### src/rtl/sysclk_pwr_pkg.sv
package sysclk_pwr_pkg;

    localparam int MAX_HALF = 16;
    localparam int CNT_W    = $clog2(MAX_HALF);
    localparam int HALF_W   = CNT_W + 1;

    typedef enum logic [1:0] {
        PS_OFF   = 2'b00,
        PS_DIV4  = 2'b01,
        PS_DIV8  = 2'b10,
        PS_DIV16 = 2'b11
    } ps_sel_e;

    typedef enum logic {
        RUN_ST  = 1'b0,
        STOP_ST = 1'b1
    } run_st_e;

    typedef struct packed {
        run_st_e             st;
        logic                lvl;
        logic [CNT_W-1:0]    cnt;
        logic [HALF_W-1:0]   half;
    } phase_t;

    // Input cycles per output phase for a select value.
    function automatic logic [HALF_W-1:0] half_of(ps_sel_e s);
        case (s)
            PS_DIV4:  half_of = HALF_W'(4);
            PS_DIV8:  half_of = HALF_W'(8);
            PS_DIV16: half_of = HALF_W'(16);
            default:  half_of = HALF_W'(1);
        endcase
    endfunction

endpackage

### src/rtl/sysclk_ps_ctrl.sv
module sysclk_ps_ctrl
    import sysclk_pwr_pkg::*;
(
    input  logic       clk_in,
    input  logic       rst,
    input  logic       ps_wr,
    input  logic [1:0] ps_sel,
    input  logic       halt,
    input  logic       irq,
    output ps_sel_e    sel_q,
    output logic       pd_req
);

    always_ff @(posedge clk_in) begin
        if (rst || irq) begin
            sel_q  <= PS_OFF;
            pd_req <= 1'b0;
        end else begin
            if (ps_wr) begin
                sel_q <= ps_sel_e'(ps_sel);
            end
            if (halt) begin
                pd_req <= 1'b1;
            end
        end
    end

endmodule

### src/rtl/sysclk_phase_gen.sv
module sysclk_phase_gen
    import sysclk_pwr_pkg::*;
(
    input  logic                clk_in,
    input  logic                rst,
    input  ps_sel_e             sel,
    input  logic                pd_req,
    output logic                lvl,
    output logic                rise_tick,
    output logic                stopped,
    output logic [HALF_W-1:0]   half
);

    phase_t cur, nxt;
    logic   at_end;

    assign at_end = ({1'b0, cur.cnt} == (cur.half - HALF_W'(1)));

    always_comb begin
        nxt       = cur;
        rise_tick = 1'b0;
        case (cur.st)
            RUN_ST: begin
                if (at_end) begin
                    nxt.cnt = '0;
                    if (cur.lvl) begin
                        nxt.lvl = 1'b0;
                    end else if (pd_req) begin
                        nxt.st = STOP_ST;
                    end else begin
                        nxt.lvl   = 1'b1;
                        nxt.half  = half_of(sel);
                        rise_tick = 1'b1;
                    end
                end else begin
                    nxt.cnt = cur.cnt + CNT_W'(1);
                end
            end
            default: begin
                if (!pd_req) begin
                    nxt.st    = RUN_ST;
                    nxt.lvl   = 1'b1;
                    nxt.cnt   = '0;
                    nxt.half  = half_of(sel);
                    rise_tick = 1'b1;
                end
            end
        endcase
    end

    always_ff @(posedge clk_in) begin
        if (rst) begin
            cur.st   <= RUN_ST;
            cur.lvl  <= 1'b0;
            cur.cnt  <= '0;
            cur.half <= HALF_W'(1);
        end else begin
            cur <= nxt;
        end
    end

    assign lvl     = cur.lvl;
    assign stopped = (cur.st == STOP_ST);
    assign half    = cur.half;

endmodule

### src/rtl/sysclk_rdy_sync.sv
module sysclk_rdy_sync #(
    parameter int STAGES = 2
) (
    input  logic clk_in,
    input  logic rst,
    input  logic adv,
    input  logic din,
    output logic dout
);

    logic [STAGES-1:0] chain;

    generate
        if (STAGES == 1) begin : g_single
            always_ff @(posedge clk_in) begin
                if (rst)      chain <= '0;
                else if (adv) chain <= din;
            end
        end else begin : g_multi
            always_ff @(posedge clk_in) begin
                if (rst)      chain <= '0;
                else if (adv) chain <= {chain[STAGES-2:0], din};
            end
        end
    endgenerate

    assign dout = chain[STAGES-1];

endmodule

### src/rtl/sysclk_pwrctl.sv
module sysclk_pwrctl
    import sysclk_pwr_pkg::*;
#(
    parameter int RDY_STAGES = 2
) (
    input  logic       clk_in,
    input  logic       rst,
    input  logic       ps_wr,
    input  logic [1:0] ps_sel,
    input  logic       halt,
    input  logic       irq,
    input  logic       rdy_in,
    output logic       sys_clk,
    output logic       rdy_sync
);

    ps_sel_e             sel_q;
    logic                pd_req;
    logic                rise_tick;
    logic                stopped;
    logic [HALF_W-1:0]   half;

    sysclk_ps_ctrl u_ctrl (
        .clk_in (clk_in),
        .rst    (rst),
        .ps_wr  (ps_wr),
        .ps_sel (ps_sel),
        .halt   (halt),
        .irq    (irq),
        .sel_q  (sel_q),
        .pd_req (pd_req)
    );

    sysclk_phase_gen u_phase (
        .clk_in    (clk_in),
        .rst       (rst),
        .sel       (sel_q),
        .pd_req    (pd_req),
        .lvl       (sys_clk),
        .rise_tick (rise_tick),
        .stopped   (stopped),
        .half      (half)
    );

    sysclk_rdy_sync #(.STAGES(RDY_STAGES)) u_rdy (
        .clk_in (clk_in),
        .rst    (rst),
        .adv    (rise_tick),
        .din    (rdy_in),
        .dout   (rdy_sync)
    );

endmodule

### config.mk
export PLATFORM = sky130hd
export DESIGN_NAME = sysclk_pwrctl
export DESIGN_NICKNAME = d
export VERILOG_FILES = /design/src/rtl/sysclk_pwr_pkg.sv /design/src/rtl/sysclk_ps_ctrl.sv /design/src/rtl/sysclk_phase_gen.sv /design/src/rtl/sysclk_rdy_sync.sv /design/src/rtl/sysclk_pwrctl.sv
export SDC_FILE = /design/constraint.sdc
export NUM_CORES = 1
export LEC_CHECK = 0
export BUFFER_PORTS_ARGS = -buffer_cell sky130_fd_sc_hd__buf_2
export CORE_ASPECT_RATIO = 0.8
export CORE_MARGIN = 4
export CORE_UTILIZATION = 43
export DETAILED_ROUTE_END_ITERATION = 8
export GPL_TIMING_DRIVEN = 1
export PLACE_DENSITY_LB_ADDON = 0.08
export SETUP_SLACK_MARGIN = 0.3
export SYNTH_ARGS = -nofsm -noshare
export SYNTH_HDL_FRONTEND = slang
export SYNTH_HIERARCHICAL = 1
export SYNTH_SLANG_ARGS = --single-unit
### constraint.sdc
create_clock -name clk_in -period 2.75 [get_ports clk_in]
set_input_delay 0.55 -clock clk_in [delete_from_list [all_inputs] [get_ports clk_in]]
set_output_delay 0.55 -clock clk_in [all_outputs]
set_load 0.01 [all_outputs]
Word level (Yosys, flattened, before mapping)
Cells that the tools add are included.

Add/subtract/negate cells: 2. Equal/unequal tests: 7. Multiplexer cells: 14. Reduce and logical (&&, ||, !) cells: 4.

Operators by type and width (count): $mux W11 (2); $mux W5 (3); $pmux W5 S3 (1); $mux W1 (6); $eq A4 B5 Y1 (1); $sub A5 B1 Y5 const B (1); $add A4 B1 Y4 const B (1); $eq A2 B2 Y1 const B (2); $mux W4 (1); $reduce_and A4 Y1 (1); $ne A3 B2 Y1 const B (1); $eq A2 B1 Y1 const B (1); $mux W2 (1); $ne A2 B1 Y1 const B (1); $ne A2 B2 Y1 const B (1); $reduce_and A2 Y1 (1); $reduce_bool A2 Y1 (1); $logic_or A1 B1 Y1 (1).

Flip-flop bits (word level): 16. Input bits: 8. Word-level logic and storage cells: 34.

Logic depth before layout (Yosys ltp)
Depth after elaboration: 6. Depth in mapped cells: 9. Mapped depth without buffers: 9.

By module
The synthesis kept the hierarchy.

Modules (own cells, without submodules): sysclk_phase_gen (times used 1, cells each 72, area an instance 614.3 um2, sequential area each 200.2 um2); sysclk_ps_ctrl (times used 1, cells each 9, area an instance 98.8 um2, sequential area each 60.1 um2); sysclk_rdy_sync (times used 1, cells each 6, area an instance 67.6 um2, sequential area each 40.0 um2).

Least setup slack after synthesis
No wires, ideal clock.

Kind: flip-flop to flip-flop. Start: register u_phase/half[0] (netlist name). End: register u_rdy.chain[0]. Setup time: 0.114 ns. Arrival: 1.871 ns. Path slack: 0.765 ns. Stages on the path, launching flop included: 10. Cell sequence: dfxtp_1 inv_1 ha_1 xor2_1 and3b_1 o311a_4 a21oi_4 inv_1 mux2i_1 nor2_1.

Word-level cells in the longest chain between the ends: 4.

Ends and longest elaborated chain: $sub A5 B1 Y5 (RTL line sysclk_phase_gen.sv:17) `assign at_end = ({1'b0, cur.cnt} == (cur.half - HALF_W'(1)));`; $eq A4 B5 Y1 (RTL line sysclk_phase_gen.sv:17); $mux W1 (RTL line sysclk_phase_gen.sv:24) `if (at_end) begin`; $mux W1 (RTL line sysclk_phase_gen.sv:22) `case (cur.st)`; named net rise_tick (RTL line sysclk_pwrctl.sv:19) `logic rise_tick;`; to (signal assigned) (RTL line sysclk_rdy_sync.sv:22) `else if (adv) chain <= {chain[STAGES-2:0], din};`; to (decl) (RTL line sysclk_rdy_sync.sv:11) `logic [STAGES-1:0] chain;`.

The timed path passes the listed nets, and every way through them passes these cells. A chain may end at the register's enable or synchronous reset.

Worst setup path in the final report
Start: register u_phase/half[0] (netlist name). End: register u_rdy.chain[0].

Word-level cells in the longest chain between the ends: 4.

Ends and longest elaborated chain (RTL line): $sub A5 B1 Y5 (sysclk_phase_gen.sv:17); $eq A4 B5 Y1 (sysclk_phase_gen.sv:17); $mux W1 (sysclk_phase_gen.sv:24); $mux W1 (sysclk_phase_gen.sv:22); named net rise_tick (sysclk_pwrctl.sv:19).

The timed path passes the listed nets, and every way through them passes these cells.

==> results.toml <==
[run]
max-cap-violations = 0

[clock_tree]
cts_sinks = 15
hold_buffers = 0
cts.repair_timing.setup_buffer_count = 0
cts_repair_resize_count = 0
cts_tree = "yes"
clock_insertion_delay_at_the_later_pin_of_the_skew_report_ns = 0.28
tritoncts.num_buffers = 3
ctsRootBufferMaster = "sky130_fd_sc_hd__clkbuf_4"
h-tree-depth = 1
cts_max_path_buffers = 2
clk_transition_reported_paths_ns = 0.08

[detailed_routing]
drt-total-wl_um = 1330
post-route-drc-count = 0
antenna_left = 0
route.detailed.wl_per_inst_um = 11.6
drtIter0Drc = 9
vias_per_instance = 5.01
dr_total_vias = 571
first_pass_iters = 4

[grt]
use_met3 = 0.0726
grt-busiest-layer = "met2"
grt.overflow.total = 0
via_count_of_the_first_global_routing_pass = 504
groute.layer.met1.usage = 0.163
grt_util_all_layers = 0.132
first_pass_grt_wire_length_um = 2240
initial_antenna_violation_count = 0
met2_usage = 0.196
grt_max_degree = 16

[layout]
flow.area_growth_from_synthesis_pct = 12.4
layout.core_utilization = 0.511
drive_above_1_share = 0.152
num_antenna_cells = 0
final_cell_count_no_fill = 114
final_nets = 103

[sta]
finalSetupViolCount = 0
grt_setup_unrepaired = "no"
slew_at_the_pin_closest_to_its_max_slew_limit_ns = 0.420
timing.fmax_ghz = 0.471
finalHoldViolCount = 0
timing.final.ws_setup_ns = 0.625
timing.clock.skew_ns = 0.00101
aggregate_negative_setup_slack_ns = 0
final_max_slew_viol_count = 0
finalWorstPathRequiredPeriod_ns = 2.12
relSlewSlack = 0.719
layout_worst_path_cycle_share = 0.773

[setup_path]
critPathLaunchType = "flop"
worst_r2r_startpoint = "u_phase/half[0]"
worstSetupStartpoint = "u_phase/half[0]"
worstSetupPathType = "flop to flop"
biggest_fanout_along_the_worst_timing_path = 6
arrival_ns = 2.29
critical_path.endpoint_type = "flop"
timing.critical_path.required_ns = 2.92

[power]
peakVddDrop_v = 0.000443
p_leak_nw = 0.367
power.density_cell_area_nw_per_um2 = 790

[yosys]
synth.yosys.warnings = 6
cell_count_after_synthesis = 81
synth_area_per_cell_um2 = 9.13
postSynthNetCount = 91
netlist_area_um2 = 739

[status]
outcome = "finished, final reports clean"

[floorplan]
core_um2 = 1630
die_height_um = 45.1
die-area_um2 = 2450
io_pins = 10
start_util = 0.455
die_w_um = 54.4
number_of_cell_rows = 13

[place]
dp_slack_ns = 0.625
post-dp-hpwl_um = 999
placed_cells = 110
count_of_input_and_output_buffers = 9
gp_routability_congestion = 0.700

[worst_hold_path]
min_from = "irq"
worst_min_delay_path_category = "input port to flop"
-- registers in the layout (all words and copies together), names as in the netlist --
name	cells
u_phase/cur	4
u_ctrl/sel_q	2
u_rdy/chain	2
u_phase/lvl	1
u_phase/stopped	1
u_phase/half	4
u_ctrl/pd_req	1
-- worst max-delay path, stage by stage, from the launching register on --
cell	delay [ns]
sky130_fd_sc_hd__dfxtp_1	0.41
sky130_fd_sc_hd__inv_1	0.06
sky130_fd_sc_hd__ha_1	0.20
sky130_fd_sc_hd__xor2_1	0.16
sky130_fd_sc_hd__and3b_1	0.19
sky130_fd_sc_hd__o311a_4	0.42
sky130_fd_sc_hd__a21oi_4	0.25
sky130_fd_sc_hd__inv_1	0.11
sky130_fd_sc_hd__mux2i_1	0.16
sky130_fd_sc_hd__nor2_1	0.05
-- area by class of cell --
cell class,instances,area [um^2]
clock buffers,4,26.3
multi-input cells,59,413
fillers,159,796
inverters,5,18.8
well taps,22,27.5
flip-flops and latches,15,300
repair buffers,9,45.0
-- path summary, 6_finish.rpt --
path	cells after the start	slack (ns)	to
min reg2reg	2	0.48	u_phase/half[2]
min	2	0.46	u_ctrl/sel_q[1]
max reg2reg	9	0.63	u_rdy/chain[0]
max	9	0.63	u_rdy/chain[0]
-- per-stage QoR --
stage | hold WS [ns] | power (mW) | cell area (um^2)
5_1_grt | 0.455 | 0.709 | 831
4_1_cts | 0.454 | 0.665 | 831
3_3_place_gp | 0.473 | 0.538 | 805
3_5_place_dp | 0.475 | 0.541 | 805
6_report | 0.461 | 0.656 | 831
2_1_floorplan | 0.451 | 0.487 | 739
-- metal layers --
metal | part of all wire | vias to the layer above
met2 | 0.44 | 6
met3 | 0.044 | 2
met4 | 0.0098 | 0
met5 | 0 | -
li1 | - | 314
met1 | 0.51 | 249
-- power by group --
part	switching (mW)	internal [mW]
clock network	0.0645	0.0563
registers	0.0270	0.246
logic	0.135	0.127
total	0.227	0.429
-- layout by cell type (no fill, tap or decap) --
cell,instances
sky130_fd_sc_hd__nor3_1,5
sky130_fd_sc_hd__o31ai_1,1
sky130_fd_sc_hd__buf_2,9
sky130_fd_sc_hd__a41o_1,1
sky130_fd_sc_hd__or3_1,1
sky130_fd_sc_hd__nor2b_1,2
sky130_fd_sc_hd__a22oi_1,1
sky130_fd_sc_hd__o311a_4,1
sky130_fd_sc_hd__inv_1,5
sky130_fd_sc_hd__nand2_1,5
sky130_fd_sc_hd__o22ai_1,1
sky130_fd_sc_hd__clkbuf_1,1
sky130_fd_sc_hd__ha_1,2
sky130_fd_sc_hd__mux2i_1,8
sky130_fd_sc_hd__dfxtp_1,15
sky130_fd_sc_hd__clkbuf_4,3
sky130_fd_sc_hd__nand2b_1,1
sky130_fd_sc_hd__nor4b_1,1
sky130_fd_sc_hd__a21oi_1,5
sky130_fd_sc_hd__xor2_1,2
sky130_fd_sc_hd__and3_1,1
sky130_fd_sc_hd__nor3b_1,2
sky130_fd_sc_hd__and3b_1,1
sky130_fd_sc_hd__nor4_1,1
sky130_fd_sc_hd__nor2_1,8
sky130_fd_sc_hd__o211ai_1,1
sky130_fd_sc_hd__a21oi_4,1
sky130_fd_sc_hd__o21ai_0,2
sky130_fd_sc_hd__nand3b_1,2
sky130_fd_sc_hd__nor4bb_1,1
sky130_fd_sc_hd__nand3_1,2
(Power assumes the default switching activity.)
